===== src/rtl/skd_pkg.sv =====
// Package: shared types for the serial key mode-entry detector.
// Assumes: nothing beyond IEEE 1800-2017 enums.
package skd_pkg;

    typedef enum logic [2:0] {
        ST_IDLE,    // waiting for the first enable pulse
        ST_PULSE,   // enable applied, waiting for its release
        ST_GAP,     // enable released, waiting out the pre-key delay
        ST_KEY,     // shifting key bits
        ST_ARMED,   // key matched, waiting for the enable to return
        ST_ACTIVE   // program/verify mode
    } skd_state_t;

endpackage


===== src/rtl/skd_sync.sv =====
// Module: two-flop synchronizer, one chain per input bit.
// Assumes: inputs are level signals that change slower than clk; reset clears to 0.
module skd_sync #(
    parameter int W = 3
) (
    input  logic         clk,
    input  logic         rst_n,
    input  logic [W-1:0] d,
    output logic [W-1:0] q
);

    for (genvar i = 0; i < W; i++) begin : g_chain
        logic meta;
        // Two flops per bit to settle metastability.
        always_ff @(posedge clk) begin
            if (!rst_n) begin
                meta <= 1'b0;
                q[i] <= 1'b0;
            end else begin
                meta <= d[i];
                q[i] <= meta;
            end
        end
    end

endmodule


===== src/rtl/skd_timer.sv =====
// Module: saturating interval timer.
// Counts cycles while clear is low, holds at LIMIT and flags done there.
// Assumes: clear is high for at least one cycle before each interval starts.
module skd_timer #(
    parameter int LIMIT = 8
) (
    input  logic clk,
    input  logic rst_n,
    input  logic clear,
    output logic done
);

    localparam int CW = (LIMIT < 1) ? 1 : $clog2(LIMIT + 1);
    localparam logic [CW-1:0] LIM = CW'(LIMIT);

    logic [CW-1:0] cnt;

    // Count up to LIMIT and stay there until cleared.
    always_ff @(posedge clk) begin
        if (!rst_n || clear) cnt <= '0;
        else if (cnt != LIM) cnt <= cnt + 1'b1;
    end

    assign done = (cnt == LIM);

    // Once reached, the interval stays complete until cleared.
    p_done_holds_r5: assert property (@(posedge clk) disable iff (!rst_n)
        (done && !clear) |=> done);

endmodule


===== src/rtl/skd_keyshift.sv =====
// Module: key shift register, MSB first.
// Shifts one bit per shift strobe and flags the last bit of the word.
// Assumes: clear is held whenever the sequencer is not collecting key bits.
module skd_keyshift #(
    parameter int KEY_W = 32
) (
    input  logic             clk,
    input  logic             rst_n,
    input  logic             clear,
    input  logic             shift,
    input  logic             bit_in,
    output logic             last,
    output logic [KEY_W-1:0] word_next
);

    localparam int CW = $clog2(KEY_W);

    logic [KEY_W-2:0] sh;
    logic [CW-1:0]    cnt;

    // Collect bits so that the first one received ends up in the top position.
    always_ff @(posedge clk) begin
        if (!rst_n || clear) begin
            sh  <= '0;
            cnt <= '0;
        end else if (shift) begin
            sh  <= word_next[KEY_W-2:0];
            cnt <= cnt + 1'b1;
        end
    end

    assign last      = (cnt == CW'(KEY_W - 1));
    assign word_next = {sh, bit_in};

    // Each accepted bit advances the bit position by exactly one.
    p_count_step_r3: assert property (@(posedge clk) disable iff (!rst_n)
        (shift && !clear && !last) |=> (cnt == $past(cnt) + 1'b1));

endmodule


===== src/rtl/serial_key_entry.sv =====
// Module: serial key mode-entry detector (top).
// Walks the pulse / key / re-hold sequence and drives the mode outputs.
// Assumes: prog_en, ser_clk, ser_dat are asynchronous and slower than clk;
// each serial clock phase lasts at least two clk cycles.
module serial_key_entry #(
    parameter int          KEY_W    = 32,
    parameter logic [31:0] KEY      = 32'h4D434850,
    parameter int          PRE_GAP  = 8,
    parameter int          POST_GAP = 12
) (
    input  logic clk,
    input  logic rst_n,
    input  logic prog_en,
    input  logic ser_clk,
    input  logic ser_dat,
    output logic mode_active,
    output logic io_hiz,
    output logic data_valid
);

    import skd_pkg::*;

    localparam logic [KEY_W-1:0] KEY_VAL = KEY_W'(KEY);

    logic [2:0]       sync_q;
    logic             en_s, clk_s, dat_s, clk_prev, clk_rise;
    logic             pre_done, post_done, key_last;
    logic [KEY_W-1:0] key_word;
    skd_state_t       state, state_nx;

    skd_sync #(.W(3)) i_sync (
        .clk   (clk),
        .rst_n (rst_n),
        .d     ({prog_en, ser_clk, ser_dat}),
        .q     (sync_q)
    );

    assign {en_s, clk_s, dat_s} = sync_q;

    // Remember the previous synchronized serial clock for edge detection.
    always_ff @(posedge clk) begin
        if (!rst_n) clk_prev <= 1'b0;
        else        clk_prev <= clk_s;
    end

    assign clk_rise = clk_s && !clk_prev;

    skd_timer #(.LIMIT(PRE_GAP)) i_pre_timer (
        .clk   (clk),
        .rst_n (rst_n),
        .clear (state != ST_GAP),
        .done  (pre_done)
    );

    skd_timer #(.LIMIT(POST_GAP)) i_post_timer (
        .clk   (clk),
        .rst_n (rst_n),
        .clear (state != ST_ACTIVE),
        .done  (post_done)
    );

    skd_keyshift #(.KEY_W(KEY_W)) i_keyshift (
        .clk       (clk),
        .rst_n     (rst_n),
        .clear     (state != ST_KEY),
        .shift     ((state == ST_KEY) && clk_rise),
        .bit_in    (dat_s),
        .last      (key_last),
        .word_next (key_word)
    );

    // Next-state decision for the entry sequence.
    always_comb begin
        state_nx = state;
        unique case (state)
            ST_IDLE:   if (en_s) state_nx = ST_PULSE;
            ST_PULSE:  if (!en_s) state_nx = ST_GAP;
            ST_GAP: begin
                if (en_s)          state_nx = ST_IDLE;
                else if (pre_done) state_nx = ST_KEY;
            end
            ST_KEY: begin
                if (en_s) state_nx = ST_IDLE;
                else if (clk_rise && key_last)
                    state_nx = (key_word == KEY_VAL) ? ST_ARMED : ST_IDLE;
            end
            ST_ARMED:  if (en_s) state_nx = ST_ACTIVE;
            ST_ACTIVE: if (!en_s) state_nx = ST_IDLE;
            default:   state_nx = ST_IDLE;
        endcase
    end

    // State register.
    always_ff @(posedge clk) begin
        if (!rst_n) state <= ST_IDLE;
        else        state <= state_nx;
    end

    assign mode_active = (state == ST_ACTIVE);
    assign io_hiz      = (state == ST_ACTIVE);
    assign data_valid  = (state == ST_ACTIVE) && post_done;

    // Mode is only entered while the synchronized enable is applied.
    p_entry_needs_en_r1: assert property (@(posedge clk) disable iff (!rst_n)
        $rose(mode_active) |-> $past(en_s));

    // Valid data never without mode, and never on the first mode cycle.
    p_valid_in_mode_r5: assert property (@(posedge clk) disable iff (!rst_n)
        data_valid |-> mode_active);
    p_valid_late_r5: assert property (@(posedge clk) disable iff (!rst_n)
        $rose(mode_active) |-> !data_valid);

    // Hi-Z request tracks the mode.
    p_hiz_mode_r6: assert property (@(posedge clk) disable iff (!rst_n)
        io_hiz == mode_active);

    // Losing the enable ends the mode on the next cycle.
    p_exit_r7: assert property (@(posedge clk) disable iff (!rst_n)
        (mode_active && !en_s) |=> !mode_active);

endmodule


===== config.mk =====
export PLATFORM = sky130hd
export DESIGN_NAME = serial_key_entry
export DESIGN_NICKNAME = d
export VERILOG_FILES = /design/src/rtl/skd_pkg.sv /design/src/rtl/skd_sync.sv /design/src/rtl/skd_timer.sv /design/src/rtl/skd_keyshift.sv /design/src/rtl/serial_key_entry.sv
export SDC_FILE = /design/constraint.sdc
export NUM_CORES = 1
export LEC_CHECK = 0
export BUFFER_PORTS_ARGS = -buffer_cell sky130_fd_sc_hd__buf_4
export CORE_AREA = 2 2 67 69
export CTS_CLUSTER_SIZE = 40
export DETAILED_ROUTE_END_ITERATION = 10
export DIE_AREA = 0 0 69 71
export PLACE_DENSITY = 0.72
export SYNTH_ARGS = -nofsm -noshare
export SYNTH_HDL_FRONTEND = slang
export SYNTH_SLANG_ARGS = --single-unit
export TNS_END_PERCENT = 30

===== constraint.sdc =====
create_clock -name clk -period 2.2 [get_ports clk]
set_input_delay 0.33 -clock clk [delete_from_list [all_inputs] [get_ports clk]]
set_output_delay 0.33 -clock clk [all_outputs]
set_load 0.005 [all_outputs]

==> metrics.yaml <==
run_status:
  outcome: "finished, final reports clean"
synth:
  avgSynthCellArea_um2: 8.410
  synth_common_cells: "nand2_1, dfxtp_1, a21oi_1, nor2_1"
  synth_xor_area_share_pct: 2.385
  synth_edf_count: 0
  synth_top_family_by_area: "simple AND/OR/NAND/NOR gates"
  synth_top_area_cell: "dfxtp_1"
  synth_area_um2: 2203
  synth_area_leaders: "dfxtp_1, nand2_1, a21oi_1"
  synth_cells: 262
  synthMuxAreaShare_pct: 1.420
  yosys.area_share.adder_pct: 3.407
  syn_nets: 273
  async_flop_share_pct: 0
  yosys_warnings: 0
  yosysMostFrequentCell: "nand2_1"
  synth_cell_types: 42
  ys_seq_area_share_pct: 49.06
  synth_top_area_share_pct: 49.06
  synth_compound_area_share_pct: 11.93
  ys_ff_latch: 54
  synth_flop_cell: "dfxtp_1"
  synthSimpleGateAreaFrac_pct: 27.03
flow_run:
  maxCapViolations: 0
clocking:
  cts_buffers: 5
  cts_sinks: 54
  insertion_delay_ps: 300
  cts_root_buf: "clkbuf_8"
  cts_hold_buf: 0
  cts_setup_buffers: 0
  clkTransAtPathRegs_ps: 80
  clockBufferDepth: 2
  htreeDepth: 2
  cts_tree: "built"
  cts_resized: 0
power_and_ir_drop:
  power_frac_clock_pct: 33.9
  peakVddDrop_v: 0.0004154
  seqPwrFrac_pct: 63.1
  p_sw_mw: 0.3261
  cellLeakagePower_nw: 0.7395
  powerDensity_nw_per_um2: 670.4
  netSwitchingFraction_pct: 20.73
  combPwrFrac_pct: 3.0
  p_total_mw: 1.573
  internal_power_mw: 1.247
worst_setup_path:
  rrSetupSlack_ps: 580
  rr_worst_depth: 7
  r2r-start: "i_keyshift.cnt[0]"
  cp-end-kind: "output pin"
  crit_fanout: 5
  timing.rr.end: "state[2]"
  crit_type: "reg -> out"
  crit_arrival_ps: 1510
  cp.required_ps: 1870
  startpoint_type: "register"
worst_hold_path:
  min_to: "i_sync.g_chain[1].meta"
  hold_depth: 2
  holdCritPathClass: "in -> reg"
  min_from: "ser_clk"
timing:
  setup-violations-final: 0
  setup_ws_ps: 359.3
  rsz0062_at_grt: "no"
  tightest_slew_ps: 465.8
  fmax_mhz: 543.3
  drv_slew: 0
  min_period_over_period_pct: 83.67
  slew_headroom_pct: 68.90
  fin_crit_ps: 1841
  setup-tns-final_ps: 0
  skew_ps: 4.987
  hold_violations: 0
global_routing:
  grt_max_degree: 37
  grt_pass1_vias: 1483
  grt_pass1_wl_mm: 6.403
  antenna_found_initial: 0
  grt_overflow: 0
  grt_util_all_layers_pct: 16.09
floorplanning:
  top_level_ports: 8
  die_w_um: 69
  die_h_um: 71
  core_area_um2: 4204
  num_rows: 24
  initial_core_util_pct: 52.41
  die_area_um2: 4899
finish:
  insertedDiodeCount: 0
  drive_above_1_share_pct: 8.015
  syn2layout_area_growth_pct: 6.474
  nets: 274
  fillerInstances: 393
  design_area_um2: 2346
detailed_routing:
  drtIter0Drc: 69
  via_count: 1652
  drc_errors: 0
  ant_nets: 0
  viasPerCell: 5.261
  post_drt_wl_per_cell_um: 11.43
  first_pass_iters: 4
  routed_wl_mm: 3.590
place:
  gp_congestion: 0.7561
  place_hpwl_mm: 2.431
  place_ws_ps: 594.7
  io_buffers: 7
  place_area_um2: 2263
critical path, cell delays in order (launching register included):
cell and delay (ps):
dfxtp_1 360, inv_1 70, ha_1 190, nand3_1 160, nor4b_1 280, buf_4 160
final cells by class:
class	instances	area (um^2)	share of cell area, %
inverters	6	22.52	0.9600
flip-flops and latches	54	1081	46.08
clock buffers	6	82.58	3.520
multi-input cells	186	1020	43.47
repair buffers	10	75.07	3.200
well taps	52	65.06	2.773
layer usage:
| metal | track usage, % | wire [um] |
|---|---|---|
| met1 | 20.36 | 1801 |
| met2 | 25.53 | 1621 |
| met3 | 4.416 | 92 |
| met4 | 7.843 | 74 |
| met5 | 0 | 0 |
state kept, by name, summed over array words and instances (netlist names):
register and flops:
i_keyshift.sh 31, i_sync.g_chain.meta 3, state 3, clk_prev 1, i_pre_timer.cnt 4, i_post_timer.cnt 4
i_sync.q 3, i_keyshift.cnt 5
power by group through the flow:
stage	Clock (mW)	Sequential [mW]	Combinational, mW
floorplan	0	1.01	0.0390
global placement	0	1.02	0.0477
detailed placement	0	1.02	0.0475
global route	0.585	0.995	0.0528
finish	0.533	0.993	0.0472
CTS	0.558	0.993	0.0476
how the worst max path moves through the flow:
| stage | depth (start not counted) | from | to | slack [ps] |
|---|---|---|---|---|
| finish | 5 | i_post_timer.cnt[0] | data_valid | 360 |
| global route | 5 | i_post_timer.cnt[0] | data_valid | 210 |
| CTS | 5 | i_post_timer.cnt[0] | data_valid | 340 |
| detailed placement | 7 | i_keyshift.cnt[0] | state[2] | 590 |
| global placement | 7 | i_keyshift.cnt[0] | state[2] | 650 |
| floorplan | 7 | i_keyshift.cnt[0] | state[2] | 700 |
layout by cell type (no fill, tap or decap), drive strengths merged, types with 2 or more instances in the layout:
master  count
nor2       13
nand3       7
clkbuf      6
inv         6
o211ai      2
mux2i       2
xor2        3
nor4bb      2
nor4b       4
nor4        2
nand2b      2
nand4       3
and2        7
ha          6
xnor2       3
o21ai       3
a21oi      36
dfxtp      54
nor3b       2
nand2      73
nor2b       2
buf        10
cells by family (layout without fill, tap and decap cells):
| logic type | after synthesis | count (layout) |
|---|---|---|
| simple gates | 124 | 124 |
| fa+ha+maj | 6 | 6 |
| flops | 54 | 54 |
| mux | 3 | 3 |
| compound gates | 47 | 47 |
| xor+xnor | 6 | 6 |
| buf+inv | 22 | 22 |
per-stage QoR:
stage	util (%)	instances	hold slack [ps]
after detailed placement	53.84	308	419.9
after floorplan	-	262	411.9
final	55.80	314	231.5
after global placement	53.84	308	416.8
after global routing	55.80	314	237.7
after CTS	55.80	314	220.6
No activity file was read; power rests on OpenSTA's default activity.
